### config.mk
export PLATFORM = sky130hd
export DESIGN_NAME = pipe4_ctrl
export DESIGN_NICKNAME = d
export VERILOG_FILES = /design/src/rtl/pipe4_pkg.sv /design/src/rtl/pipe4_stage_reg.sv /design/src/rtl/pipe4_inject_ctrl.sv /design/src/rtl/pipe4_ctrl.sv
export SDC_FILE = /design/constraint.sdc
export NUM_CORES = 1
export LEC_CHECK = 0
export ABC_AREA = 1
export BUFFER_PORTS_ARGS = -buffer_cell sky130_fd_sc_hd__buf_4
export CORE_MARGIN = 10
export CORE_UTILIZATION = 58
export CTS_BUF_LIST = sky130_fd_sc_hd__clkbuf_16
export CTS_CLUSTER_DIAMETER = 30
export CTS_CLUSTER_SIZE = 25
export DETAILED_ROUTE_END_ITERATION = 8
export GPL_TIMING_DRIVEN = 0
export PLACE_DENSITY = 0.83
export SLEW_MARGIN = 30
export SYNTH_ARGS = -nofsm -noshare
export SYNTH_HDL_FRONTEND = slang
export SYNTH_SLANG_ARGS = --single-unit
### constraint.sdc
create_clock -name clk -period 2.44 [get_ports clk]
set_input_delay 0.244 -clock clk [delete_from_list [all_inputs] [get_ports clk]]
set_output_delay 0.244 -clock clk [all_outputs]
set_load 0.02 [all_outputs]
### src/rtl/pipe4_pkg.sv
// Shared types for the four-stage pipeline controller.
package pipe4_pkg;
    parameter int TOK_TAG_W = 8;
    parameter int TOK_CYC_W = 3;

    typedef enum logic [1:0] {
        OP_PLAIN  = 2'd0,
        OP_BRANCH = 2'd1,
        OP_STACK  = 2'd2,
        OP_SREG   = 2'd3
    } op_e;

    typedef struct packed {
        logic                 valid;
        logic                 filler;
        op_e                  op;
        logic [TOK_CYC_W-1:0] cyc;
        logic [TOK_TAG_W-1:0] tag;
    } stage_t;

    localparam stage_t STAGE_EMPTY = '0;
endpackage

### src/rtl/pipe4_stage_reg.sv
// One pipeline stage register.
// Assumes: the next-state value is fully decided by the parent; resets to empty.
module pipe4_stage_reg
    import pipe4_pkg::*;
(
    input  logic   clk,
    input  logic   rst_n,
    input  stage_t d,
    output stage_t q
);
    // Load the next stage content each cycle, empty on reset.
    always_ff @(posedge clk) begin
        if (!rst_n) q <= STAGE_EMPTY;
        else        q <= d;
    end
endmodule

### src/rtl/pipe4_inject_ctrl.sv
// Decides when fillers enter decode, counts pending fillers, acknowledges interrupts.
// Assumes: the requester drops irq_req in the cycle irq_ack is high; IRQ_SLOTS >= 1.
module pipe4_inject_ctrl
    import pipe4_pkg::*;
#(
    parameter int IRQ_SLOTS = 2
)(
    input  logic   clk,
    input  logic   rst_n,
    input  stage_t dec_q,
    input  logic   irq_req,
    output logic   inject,
    output logic   irq_ack
);
    localparam int IRQ_W = $clog2(IRQ_SLOTS) + 1;
    localparam int CNT_W = (TOK_CYC_W > IRQ_W) ? TOK_CYC_W : IRQ_W;

    logic [CNT_W-1:0] pend_q;
    logic             mc_start;
    logic             irq_take;
    logic             ack_q;

    // Classify this cycle: multi-cycle start, pending fillers or interrupt entry.
    always_comb begin
        mc_start = dec_q.valid && !dec_q.filler && (dec_q.cyc > TOK_CYC_W'(1));
        irq_take = irq_req && !mc_start && (pend_q == '0);
        inject   = mc_start || (pend_q != '0) || irq_take;
    end

    // Track fillers still owed and register the acknowledge.
    always_ff @(posedge clk) begin
        if (!rst_n) begin
            pend_q <= '0;
            ack_q  <= 1'b0;
        end else begin
            ack_q <= irq_take;
            if (mc_start)
                pend_q <= CNT_W'(dec_q.cyc) - CNT_W'(2);
            else if (pend_q != '0)
                pend_q <= pend_q - CNT_W'(1);
            else if (irq_take)
                pend_q <= CNT_W'(IRQ_SLOTS - 1);
        end
    end

    assign irq_ack = ack_q;
endmodule

### src/rtl/pipe4_ctrl.sv
// Four-stage in-order pipeline control: fetch, decode, execute, write-back.
// Fillers are injected into decode for multi-cycle tokens and interrupt entry;
// a branch in decode discards the token in fetch.
// Assumes: write-back always drains, so execute and write-back never stall.
module pipe4_ctrl
    import pipe4_pkg::*;
#(
    parameter int IRQ_SLOTS = 2
)(
    input  logic                 clk,
    input  logic                 rst_n,
    input  logic                 in_valid,
    output logic                 in_ready,
    input  logic [1:0]           in_op,
    input  logic [TOK_CYC_W-1:0] in_cycles,
    input  logic [TOK_TAG_W-1:0] in_tag,
    input  logic                 irq_req,
    output logic                 irq_ack,
    output logic [3:0]           stage_occ,
    output logic [3:0]           stage_filler,
    output logic                 redirect,
    output logic                 sp_step,
    output logic                 flag_wr,
    output logic                 retire_valid,
    output logic [TOK_TAG_W-1:0] retire_tag
);
    localparam int NSTG = 4;
    localparam int ST_F = 0;
    localparam int ST_D = 1;
    localparam int ST_E = 2;
    localparam int ST_W = 3;

    stage_t stage_q [NSTG];
    stage_t stage_d [NSTG];
    stage_t in_tok;
    stage_t fill_tok;
    logic   inject;
    logic   accept;

    pipe4_inject_ctrl #(.IRQ_SLOTS(IRQ_SLOTS)) inj_i (
        .clk     (clk),
        .rst_n   (rst_n),
        .dec_q   (stage_q[ST_D]),
        .irq_req (irq_req),
        .inject  (inject),
        .irq_ack (irq_ack)
    );

    // Build the incoming token and the filler template.
    always_comb begin
        in_tok   = '{valid: 1'b1, filler: 1'b0, op: op_e'(in_op), cyc: in_cycles, tag: in_tag};
        fill_tok = '{valid: 1'b1, filler: 1'b1, op: OP_PLAIN, cyc: TOK_CYC_W'(1), tag: '0};
    end

    // Handshake, redirect and side pulses.
    always_comb begin
        in_ready = !inject;
        accept   = in_valid && in_ready;
        redirect = stage_q[ST_D].valid && !stage_q[ST_D].filler && (stage_q[ST_D].op == OP_BRANCH);
        sp_step  = stage_q[ST_D].valid && !stage_q[ST_D].filler && (stage_q[ST_D].op == OP_STACK);
        flag_wr  = stage_q[ST_E].valid && !stage_q[ST_E].filler && (stage_q[ST_E].op == OP_SREG);
    end

    // Next content of every stage: injection holds fetch, redirect discards it.
    always_comb begin
        stage_d[ST_W] = stage_q[ST_E];
        stage_d[ST_E] = stage_q[ST_D];
        if (inject) begin
            stage_d[ST_D] = fill_tok;
            stage_d[ST_F] = redirect ? STAGE_EMPTY : stage_q[ST_F];
        end else begin
            stage_d[ST_D] = redirect ? STAGE_EMPTY : stage_q[ST_F];
            stage_d[ST_F] = accept ? in_tok : STAGE_EMPTY;
        end
    end

    for (genvar g = 0; g < NSTG; g++) begin : g_stage
        pipe4_stage_reg stg_i (
            .clk   (clk),
            .rst_n (rst_n),
            .d     (stage_d[g]),
            .q     (stage_q[g])
        );
        assign stage_occ[g]    = stage_q[g].valid;
        assign stage_filler[g] = stage_q[g].valid && stage_q[g].filler;
    end

    // Retire port: only real tokens leaving write-back.
    always_comb begin
        retire_valid = stage_q[ST_W].valid && !stage_q[ST_W].filler;
        retire_tag   = stage_q[ST_W].tag;
    end
endmodule

**Yosys cells after proc, flatten, opt, wreduce, memory -nomap -nowiden**

Cells that the tools add are included.

- Flip-flop bits (word level): 56
- Input port bits: 17
- Output and inout port bits: 22
- Word-level logic and storage cells: 58

- $add $sub $neg: 2
- Magnitude comparators: 1
- Eq/ne operators: 3
- Mux-type cells: 6
- Bitwise operators: 1
- Reduce and logical (&&, ||, !) cells: 25

Operators with widths:

| cell | count |
|---|---|
| 15-bit 2-to-1 mux | 2 |
| 30-bit 2-to-1 mux | 1 |
| 1-bit logical AND | 14 |
| 3-bit 2-to-1 mux | 3 |
| 3-bit nonzero test | 2 |
| 1-bit zero test | 5 |
| 2-bit equality test, second input constant | 2 |
| 3-bit by 1-bit > comparator with 1-bit output, second input constant | 1 |
| 3-bit zero test | 1 |
| 3-bit by 1-bit subtractor with 3-bit output, second input constant | 1 |
| 3-bit by 2-bit subtractor with 3-bit output, second input constant | 1 |
| 2-bit by 1-bit equality test with 1-bit output, second input constant | 1 |
| 1-bit logical OR | 2 |
| 2-bit OR reduction | 1 |
| 1-bit NOT | 1 |

**Longest topological paths before layout**

Gate-level depths: netlist of run 1.

- Word-level depth: 11
- Mapped depth: 8
- Mapped depth without buffers: 7

**Hierarchy**

Synthesis of run 1 repeated with hierarchy kept, for this count alone.

- Cells, all modules: 333
- Area total of the unflattened synthesis: 2491.1 µm²

Modules (own cells, without submodules):

| module | times used | cells each | area an instance (µm²) | sequential area each (µm²) |
|---|---|---|---|---|
| pipe4_stage_reg | 4 | 46 | 424.2 | 300.3 |
| pipe4_ctrl | 1 | 103 | 484.2 | 0.0 |
| pipe4_inject_ctrl | 1 | 46 | 310.3 | 80.1 |

**Least setup slack after synthesis of run 1**

No wires, ideal clock.

- Path type: register to register
- From: register g_stage[1].stg_i.q[9] in the netlist's numbering
- To: register g_stage[1].stg_i.q[11] in the netlist's numbering
- Library setup time: 0.111 ns
- Arrival: 1.229 ns
- Required time: 2.329 ns
- Slack: 1.099 ns
- Stages on the path, launching flop included: 9
- Path buffers: 1
- Clock period less this slack: 1.341 ns
- Cell sequence: dfxtp_1 > inv_1 > ha_1 > nand3b_2 > nand3_4 > inv_4 > nand2_4 > buf_6 > nor2_1

- Longest elaborated chain between the ends: 7
- Elaborated cells between the ends (all ways): 8
- Those cells by class: order compare (1); reduce/logical (7)

RTL lines:

| item | line | RTL |
|---|---|---|
| start: declaration | pipe4_stage_reg.sv:9 | `output stage_t q` |
| start signal: assignment | pipe4_stage_reg.sv:13 | `if (!rst_n) q <= STAGE_EMPTY;` |
| start signal: assignment | pipe4_stage_reg.sv:14 | `else q <= d;` |
| 3-bit by 1-bit > comparator with 1-bit output * | pipe4_inject_ctrl.sv:25 | `mc_start = dec_q.valid && !dec_q.filler && (dec_q.cyc > TOK_CYC_W'(1));` |
| 1-bit logical AND * | pipe4_inject_ctrl.sv:25 |  |
| 1-bit zero test | pipe4_inject_ctrl.sv:26 | `irq_take = irq_req && !mc_start && (pend_q == '0);` |
| 1-bit logical AND (2 in series) | pipe4_inject_ctrl.sv:26 |  |
| 1-bit logical OR * | pipe4_inject_ctrl.sv:27 | `inject = mc_start \|\| (pend_q != '0) \|\| irq_take;` |
| 2-bit OR reduction (no source line) * | n/a |  |

Every way passes the cells marked *; elsewhere a longest branch is shown, timed or not.
A chain may end at the register's enable or synchronous reset.

**Worst setup path in the final report of run 1**

- From: register g_stage[1].stg_i.q[9] in the netlist's numbering
- To: output port in_ready

- Longest elaborated chain between the ends: 7
- Elaborated cells between the ends (all ways): 8
- Those cells by class: order compare (1); reduce/logical (7)

RTL lines:

| item | line | RTL |
|---|---|---|
| 3-bit by 1-bit > comparator with 1-bit output * | pipe4_inject_ctrl.sv:25 |  |
| 1-bit logical AND * | pipe4_inject_ctrl.sv:25 |  |
| 1-bit zero test | pipe4_inject_ctrl.sv:26 |  |
| 1-bit logical AND (2 in series) | pipe4_inject_ctrl.sv:26 |  |
| 1-bit logical OR * | pipe4_inject_ctrl.sv:27 |  |
| 1-bit zero test * | pipe4_ctrl.sv:57 | `in_ready = !inject;` |
| end: declaration | pipe4_ctrl.sv:13 | `output logic in_ready,` |

Marks and branches as above.

==> impl_results.md, run 1 <==
* Synth Instances at 280
* Die X at 81.1 um
* I/O pin count at 39
* DR iter-0 viols at 63
* Max_slew headroom at 0.705
* Register area share after synthesis at 0.518
* Core Box Area at 0.00363 sq mm
* Port Buffers at 37
* Layout net count at 342
* Worst setup SP type: flop
* Layout cells sized above 1 at 0.231
* Post-route cell area at 0.00265 sq mm
* Dpl ws at 963 ps
* Warnings from Yosys at 0
* HP Start: in_cycles[0]
* Post-DRT Antenna Nets at 0
* Leakage power figure at 1.42 nW
* Critical R2R Launch: g_stage[1].stg_i.q[9]
* Library cells used by synthesis at 23
* Pin count of the biggest net entering global routing at 20
* Fin worst setup slack at 640 ps
* Total setup buffers inserted after CTS at 0
* Cts repair resizes at 0
* Worst Hold Depth at 3
* Clock buffer depth at 2
* Average vias per placed instance at 4.61
* CP Capture Type: primary output
* Hold crit path type: in2reg
* Die H at 81.1 um
* All-Layer GR Usage at 0.127
* Starting density of the core at 0.596
* Vias in the first global route at 1630
* Max VDD drop at 0.000475 V
* # H-tree levels at 2
* Clock Sinks at 56
* RSZ-0062 raised after global routing: false
* Critical Path RT at 2200 ps
* TritonRoute pass-1 iters at 4
* Setup CP Type: reg2out
* Clk root buf: clkbuf_16
* Critical path peak fanout at 8
* First-pass GRT wire length at 6600 um
* Worst slew pin tran at 443 ps
* WHS Endpoint: g_stage[0].stg_i.q[8]
* Layout Skew at 8.06 ps
* Crit path time final at 1800 ps
* FMAX at 556 MHz
* Util after Layout at 0.730
* Antenna violations before repair at 0
* Syn_nets at 298
* CP arrival at 1560 ps
* Commonest non-fill, non-tap cells in the layout: 66 x inv_1, 59 x nand2_1, 56 x dfxtp_1
* Flop-to-flop setup slack at 960 ps
* Final Hold Fails at 0
* Pins over their slew limit at 0
* Worst r2r path cells at 7
* Total Power at 0.00183 W
* #FFs+latches synth at 56
* GPL Wtd Cong at 0.813
* CTS hold repair buffers at 0
* Hpwl dp at 2980 um
* TritonCTS clock tree: yes
* Via count at 1718
* CTS buffer count at 5
* Clk Latency, worst-skew pair at 300 ps
* Overflow after GRT at 0
* Critical R2R Capture: g_stage[0].stg_i.q[8]
* Routed length per placed instance at 10.7 um
* Tcrit/Tclk final at 0.738
* Outcome: complete, no violations
* FP Rows at 22
* Antenna cells at 0
* Netlist Area Pre-Place at 0.00216 sq mm
* Commonest non-fill, non-tap cell in the layout: inv_1
* Setup tns final at 0 ps
* Pwr Density at 691 mW/mm^2
* Max-Cap Viols at 0
* Syn_area_per_cell at 7.73 sq um
* Final setup viols at 0
* Synthesis-to-finish area growth at 22.5%
* DIE AREA at 0.00658 sq mm
* DR DRC count at 0
* Post-DP Area at 0.00250 sq mm
* Routed WL at 4000 um
* Clk pin slew, worst setup/hold paths at 70 ps
[synth_stat cells (all sizes together)]
library cell	count	area, sq um
buf	23	158
nor2	35	156
nand3b	1	11.3
o21ai	3	15.0
nand3	16	92.6
nor3	1	5.00
ha	1	12.5
nor4	1	6.26
nand2	61	239
a21oi	1	5.00
inv	67	254
nand4	13	81.3
nor3b	1	7.51
dfxtp	56	1120
[worst max-delay path, cell delays in order, from the launching register on]
cell and delay (ps):
dfxtp_1 310, inv_1 50, ha_1 230, nand3b_2 280, nand3_4 180, inv_4 60, buf_4 150
[per-stage QoR]
step | hold slack, ps | instances
floorplan | 390 | 280
global placement | 393 | 365
detailed placement | 397 | 365
CTS | 183 | 373
global route | 200 | 373
finish | 190 | 373
[logic make-up after synthesis]
kind of cell	share of synthesized area
AND/OR/NAND/NOR	0.277
AO/OA/AOI/OAI	0.00924
adder cells (fa/ha/maj)	0.00578
flip-flops	0.518
buffers and inverters	0.190
[per-layer routing]
| layer | vias up | routed length [um] | global-route usage |
|---|---|---|---|
| met5 | - | 0 | 0 |
| met4 | 0 | 107 | 0.0813 |
| met3 | 10 | 287 | 0.0430 |
| met2 | 45 | 1850 | 0.222 |
| met1 | 769 | 1750 | 0.127 |
| li1 | 894 | - | - |
[state kept, by name, indices dropped and copies added, names as in the netlist]
name / cells
g_stage.stg_i.q: 52
inj_i.irq_ack: 1
inj_i.pend_q: 3
[worst max-delay path by stage]
stage | start | endpoint | cells past startpoint
2_1_floorplan | g_stage[1].stg_i.q[9] | g_stage[1].stg_i.q[11] | 8
6_report | g_stage[1].stg_i.q[9] | in_ready | 6
3_5_place_dp | g_stage[1].stg_i.q[9] | in_ready | 6
3_3_place_gp | g_stage[1].stg_i.q[9] | in_ready | 6
4_1_cts | g_stage[1].stg_i.q[9] | in_ready | 6
5_1_grt | g_stage[1].stg_i.q[9] | in_ready | 6
[layout make-up]
class,instances,area [sq um]
sequential,56,1120
clock buffer,5,125
inverter,67,254
tap,48,60.1
clock inverter,3,25.0
multi-input combinational,134,632
timing repair buffer,37,278
buffer,23,158
fill,291,981
[report_power, final]
part / leakage, nW / switching (W) / total [W] / internal [W]
Clock: 0.0708 / 0.000334 / 0.000723 / 0.000388
Combinational: 0.896 / 0.0000941 / 0.000161 / 0.0000668
Sequential: 0.455 / 0.0000121 / 0.000951 / 0.000939
Total: 1.42 / 0.000441 / 0.00183 / 0.00139
(Power assumes the default switching activity.)
==> run 2, diff against run 1 <==
--- a/config.mk
+++ b/config.mk
@@ -8,13 +8,13 @@
 export ABC_AREA = 1
 export BUFFER_PORTS_ARGS = -buffer_cell sky130_fd_sc_hd__buf_4
 export CORE_MARGIN = 10
-export CORE_UTILIZATION = 58
+export CORE_UTILIZATION = 54
 export CTS_BUF_LIST = sky130_fd_sc_hd__clkbuf_16
 export CTS_CLUSTER_DIAMETER = 30
 export CTS_CLUSTER_SIZE = 25
 export DETAILED_ROUTE_END_ITERATION = 8
 export GPL_TIMING_DRIVEN = 0
-export PLACE_DENSITY = 0.83
+export PLACE_DENSITY = 0.78
 export SLEW_MARGIN = 30
 export SYNTH_ARGS = -nofsm -noshare
 export SYNTH_HDL_FRONTEND = slang
==> constraint.sdc (replaced) <==
create_clock -name clk -period 1.72 [get_ports clk]
set_input_delay 0.172 -clock clk [delete_from_list [all_inputs] [get_ports clk]]
set_output_delay 0.172 -clock clk [all_outputs]
set_load 0.02 [all_outputs]
==> run 2 against run 1 <==
Final cell count up 0.54%. Cell area rose by 0.47%. Register-to-register slack got worse by 760 ps. First-iteration DRC count shrank 22%. Clock skew shrank 3.0 ps. Clock power increased by 38%. Sequential power increased by 42%. Via count decreased by 2.9%. Total power rose by 41%. Global-route usage fell by 0.87 points. Largest cell class unchanged.
==> impl_results.md, run 2 (same netlist as run 1, synthesis figures left out) <==
* Hpwl dp at 2900 um
* Layout cells sized above 1 at 0.235
* Hold crit path type: in2reg
* Synthesis-to-finish area growth at 23.1%
* Crit path time final at 1640 ps
* Die H at 83.3 um
* Max-Cap Viols at 0
* Via count at 1668
* I/O pin count at 39
* Final Hold Fails at 0
* Critical path peak fanout at 3
* Total Power at 0.00258 W
* Port Buffers at 37
* Max reg flops at 52
* Final setup viols at 0
* TritonRoute pass-1 iters at 4
* Overflow after GRT at 0
* Critical Path RT at 1550 ps
* TritonCTS clock tree: yes
* Cts repair resizes at 0
* HP Start: in_tag[3]
* Routed WL at 3930 um
* Layout net count at 344
* Clock buffer depth at 2
* Max VDD drop at 0.000649 V
* Layout Skew at 5.10 ps
* Pins over their slew limit at 0
* CTS buffer count at 5
* Most flops, register: g_stage.stg_i.q
* All-Layer GR Usage at 0.118
* Clk root buf: clkbuf_16
* Setup tns final at 0 ps
* Routed length per placed instance at 10.5 um
* CP arrival at 1460 ps
* FP Rows at 22
* First-pass GRT wire length at 6980 um
* Worst hold slack at 117 ps
* Core Box Area at 0.00377 sq mm
* Antenna violations before repair at 0
* DR iter-0 viols at 49
* CTS hold repair buffers at 0
* Pwr Density at 969 mW/mm^2
* Critical path origin: g_stage[1].stg_i.q[9]
* Fill cells at 313
* Outcome: complete, no violations
* # H-tree levels at 2
* FMAX at 611 MHz
* Post-DRT Antenna Nets at 0
* Average vias per placed instance at 4.45
* Setup CP Type: reg2out
* CP Capture Type: primary output
* Worst slew pin tran at 434 ps
* Commonest non-fill, non-tap cells in the layout: 66 x inv_1, 59 x nand2_1, 56 x dfxtp_1
* Max_slew headroom at 0.711
* Die X at 83.3 um
* Util after Layout at 0.707
* GR Util met1 at 0.126
* Critical R2R Launch: g_stage[1].stg_i.q[9]
* M2 GR Usage at 0.198
* GPL Wtd Cong at 0.803
* Commonest non-fill, non-tap cell in the layout: inv_1
* Clk Latency, worst-skew pair at 290 ps
* Gr busiest metal: met2
* Tcrit/Tclk final at 0.951
* Clk pin slew, worst setup/hold paths at 70 ps
* DIE AREA at 0.00694 sq mm
* Leakage power figure at 1.43 nW
* Worst setup SP type: flop
* Pin count of the biggest net entering global routing at 19
* Grt met3 use at 0.0557
* Starting density of the core at 0.574
* Antenna cells at 0
* Vias in the first global route at 1666
* DR DRC count at 0
* Clock Sinks at 56
[run 2: timing repair]
item	CTS	global route
endpoints found under the setup margin	1	1
pin swaps	1	0
buffers inserted	0	2
[run 2: area by class of cell]
cell class | count | area, sq um | area share
flip-flops and latches | 56 | 1120 | 0.421
multi-input cells | 134 | 632 | 0.237
clock buffers | 5 | 125 | 0.0469
clock inverters | 3 | 22.5 | 0.00845
repair buffers | 39 | 293 | 0.110
inverters | 67 | 254 | 0.0953
well taps | 48 | 60.1 | 0.0225
plain buffers | 23 | 158 | 0.0592
[run 2: power by group]
part	internal, W	leakage [nW]	total, W	switching (W)
combinational	0.000100	0.906	0.000236	0.000136
sequential	0.00133	0.455	0.00135	0.0000169
clock	0.000545	0.0742	0.000999	0.000454
total	0.00198	1.43	0.00258	0.000606
[run 2: metal layers]
layer,routed length [um],up-vias
li1,-,900
met1,1750,710
met2,1770,51
met3,350,7
met4,63,0
met5,0,-
[run 2: worst max-delay path: stages (launching register included)]
cell,delay (ps)
dfxtp_1,310
inv_1,50
ha_1,230
nand3b_2,270
nand3_4,110
inv_4,50
buf_4,150
[run 2: through the flow]
step	worst slack [ps]	std cells	area, sq um
3_5_place_dp	270	365	2500
4_1_cts	12.8	373	2650
2_1_floorplan	379	280	2160
6_report	83.5	375	2670
5_1_grt	-0.200	375	2670
3_3_place_gp	283	365	2500
[run 2: path summary, 6_finish.rpt]
check / slack, ps / endpoint / depth (start not counted)
max: 80 / in_ready / 6
min: 120 / g_stage[0].stg_i.q[3] / 3
max reg2reg: 200 / g_stage[0].stg_i.q[4] / 8
min reg2reg: 410 / g_stage[3].stg_i.q[5] / 2
==> run 3, diff against run 2 <==
--- a/config.mk
+++ b/config.mk
@@ -5,8 +5,8 @@
 export SDC_FILE = /design/constraint.sdc
 export NUM_CORES = 1
 export LEC_CHECK = 0
-export ABC_AREA = 1
 export BUFFER_PORTS_ARGS = -buffer_cell sky130_fd_sc_hd__buf_4
+export CORE_ASPECT_RATIO = 0.7
 export CORE_MARGIN = 10
 export CORE_UTILIZATION = 54
 export CTS_BUF_LIST = sky130_fd_sc_hd__clkbuf_16
==> run 3 against run 2 <==
Worst hold slack improved by 28 ps. Cell area decreased by 1.4%. Critical path type unchanged. Area after synthesis down 4.2%. Combinational power fell by 6%. Clock-buffer cell count unchanged. Highest routed layer unchanged. Worst setup slack got worse by 20 ps.
==> impl_results.md, run 3 <==
* Outcome: complete, no violations
* Pin count of the biggest net entering global routing at 18
* Commonest non-fill, non-tap cells in the layout: 55 x buf_4, 55 x dfxtp_1, 38 x and3_1
* Synth Instances at 192
* Worst Hold Depth at 3
* Slowest stage delay, CP at 330 ps
* FMAX at 604 MHz
* #FFs+latches synth at 56
* Core Box Area at 0.00360 sq mm
* Pins over their slew limit at 0
* CP Buf/Inv Count at 2
* Syn_area_per_cell at 10.8 sq um
* Routed length per placed instance at 14.8 um
* Tcrit/Tclk final at 0.963
* Main synth FF type: dfxtp_1
* Flop-to-flop setup slack at 70 ps
* Starting density of the core at 0.575
* Util after Layout at 0.729
* Most common cell in the netlist: dfxtp_1
* Antenna violations before repair at 0
* Most flops, register: g_stage.stg_i.q
* Pwr Density at 977 mW/mm^2
* Final Hold Fails at 0
* Netlist Area Pre-Place at 0.00207 sq mm
* Port Buffers at 38
* Critical R2R Launch: inj_i.pend_q[0]
* Worst r2r path cells at 5
* RSZ-0062 raised after global routing: false
* Hold crit path type: in2reg
* Hpwl dp at 3030 um
* Post-synth EDFFs at 0
* TritonRoute pass-1 iters at 4
* Layout Skew at 2.72 ps
* Total Power at 0.00257 W
* I/O pin count at 39
* Area contributors post-synth: dfxtp_1 54%, and3_1 11%, and2_1 8.1%
* Critical path peak fanout at 10
* Die X at 94.1 um
* Layout net count at 259
* Fin worst setup slack at 63.9 ps
* DR iter-0 viols at 77
* Setup CP Type: reg2out
* CTS buffer count at 5
* Routed WL at 4330 um
* Library cells used by synthesis at 30
* Fill cells at 263
* Clock Sinks at 56
* Critical R2R Capture: g_stage[0].stg_i.q[3]
* Leakage power figure at 1.30 nW
* Max reg flops at 52
* Max VDD drop at 0.000703 V
* Dpl ws at -77.5 ps
* Die H at 71.8 um
* Vias in the first global route at 1488
* CP max stage cell: dfxtp_1
* Critical path origin: inj_i.pend_q[0]
* Async set-reset flop share out of synthesis at 0
* Overflow after GRT at 0
* Average vias per placed instance at 5.03
* Layout cells sized above 1 at 0.355
* Clock buffer depth at 2
* WHS Endpoint: inj_i.irq_ack
* Max-Cap Viols at 0
* Worst setup SP type: flop
* Antenna cells at 0
* Max_slew headroom at 0.706
* Top cells by count, synth: 56 x dfxtp_1, 38 x and3_1, 27 x and2_1, 13 x buf_4, 12 x mux2_2
* TritonCTS clock tree: yes
* Warnings from Yosys at 0
* Post-route cell area at 0.00263 sq mm
* Synthesis-to-finish area growth at 26.7%
* Setup tns final at 0 ps
* Register area share after synthesis at 0.541
* Clk Latency, worst-skew pair at 290 ps
* Syn_nets at 210
* Dominant cell type by area after synthesis: dfxtp_1
* Crit path time final at 1660 ps
* First-pass GRT wire length at 7050 um
* Worst slew pin tran at 440 ps
* Clk pin slew, worst setup/hold paths at 70 ps
* Critical Path RT at 1550 ps
* DIE AREA at 0.00676 sq mm
* CP arrival at 1480 ps
* Share of the synthesized area in the top cell type at 0.541
* All-Layer GR Usage at 0.132
* Crit-path cells: or2_4, nor4_4, buf_6, buf_4
* # H-tree levels at 2
* GPL Wtd Cong at 0.806
* Post-DRT Antenna Nets at 0
* FP Rows at 18
* Via count at 1468
* DR DRC count at 0
* Post-DP Area at 0.00242 sq mm
* Delay-heaviest family, CP: simple AND/OR/NAND/NOR gates
* Clk root buf: clkbuf_16
* Final setup viols at 0
* CP Capture Type: primary output
* HP Start: irq_req
-- run 3: report_power, final --
part           leakage [nW]  total (W)  internal [W]  switching [W]
combinational         0.772   0.000222      0.000121       0.000101
sequential            0.455    0.00136       0.00133      0.0000235
clock                0.0712   0.000991      0.000537       0.000453
total                  1.30    0.00257       0.00199       0.000578
-- run 3: logic make-up after synthesis --
group                      after synthesis  share of synthesized area
and+or+nand+nor                         86                      0.272
AOI/OAI and AO/OA                        7                     0.0241
buffers and inverters                   28                     0.0821
adders and majority gates                1                    0.00603
muxes                                   14                     0.0754
DFF                                     56                      0.541
-- run 3: tightest hold or removal path: stages --
cell and delay (ps):
buf_4 120, nand2_1 60, nor4_1 40
-- run 3: stage by stage --
stage                     hold WS, ps  cells
final                             146    292
after global routing              141    292
after CTS                         149    289
after detailed placement          418    280
after global placement            414    280
after floorplan                   291    192
-- run 3: routing by layer --
metal	part of all wire	vias to the layer above	routed length, um	GRT usage
met5	0	-	0	0
met4	0.020	0	87	0.0571
met3	0.071	11	308	0.0604
met2	0.49	47	2100	0.220
met1	0.42	676	1830	0.141
li1	-	734	-	-
-- run 3: area by class of cell --
| cell class | count | area (sq um) | share of cell area |
|---|---|---|---|
| Buffer | 23 | 159 | 0.0605 |
| Tap cell | 50 | 62.6 | 0.0238 |
| Clock inverter | 3 | 20.0 | 0.00762 |
| Sequential cell | 56 | 1120 | 0.427 |
| Inverter | 4 | 15.0 | 0.00571 |
| Multi-Input combinational cell | 108 | 801 | 0.305 |
| Timing Repair Buffer | 43 | 323 | 0.123 |
| Clock buffer | 5 | 125 | 0.0476 |
-- run 3: worst max path at each step --
stage	depth (start not counted)	slack, ps	end
after floorplan	6	110	g_stage[0].stg_i.q[10]
after global placement	6	-40	g_stage[0].stg_i.q[8]
after detailed placement	6	-80	g_stage[0].stg_i.q[2]
after CTS	4	30	redirect
after global routing	4	5	in_ready
final	4	60	in_ready
-- run 3: what timing repair did --
action,in CTS,in global routing
pin swaps,2,1
endpoints found under the setup margin,13,10
resized for setup,4,2
setup buffers,2,3
hold buffers,0,0
gates cloned,0,0
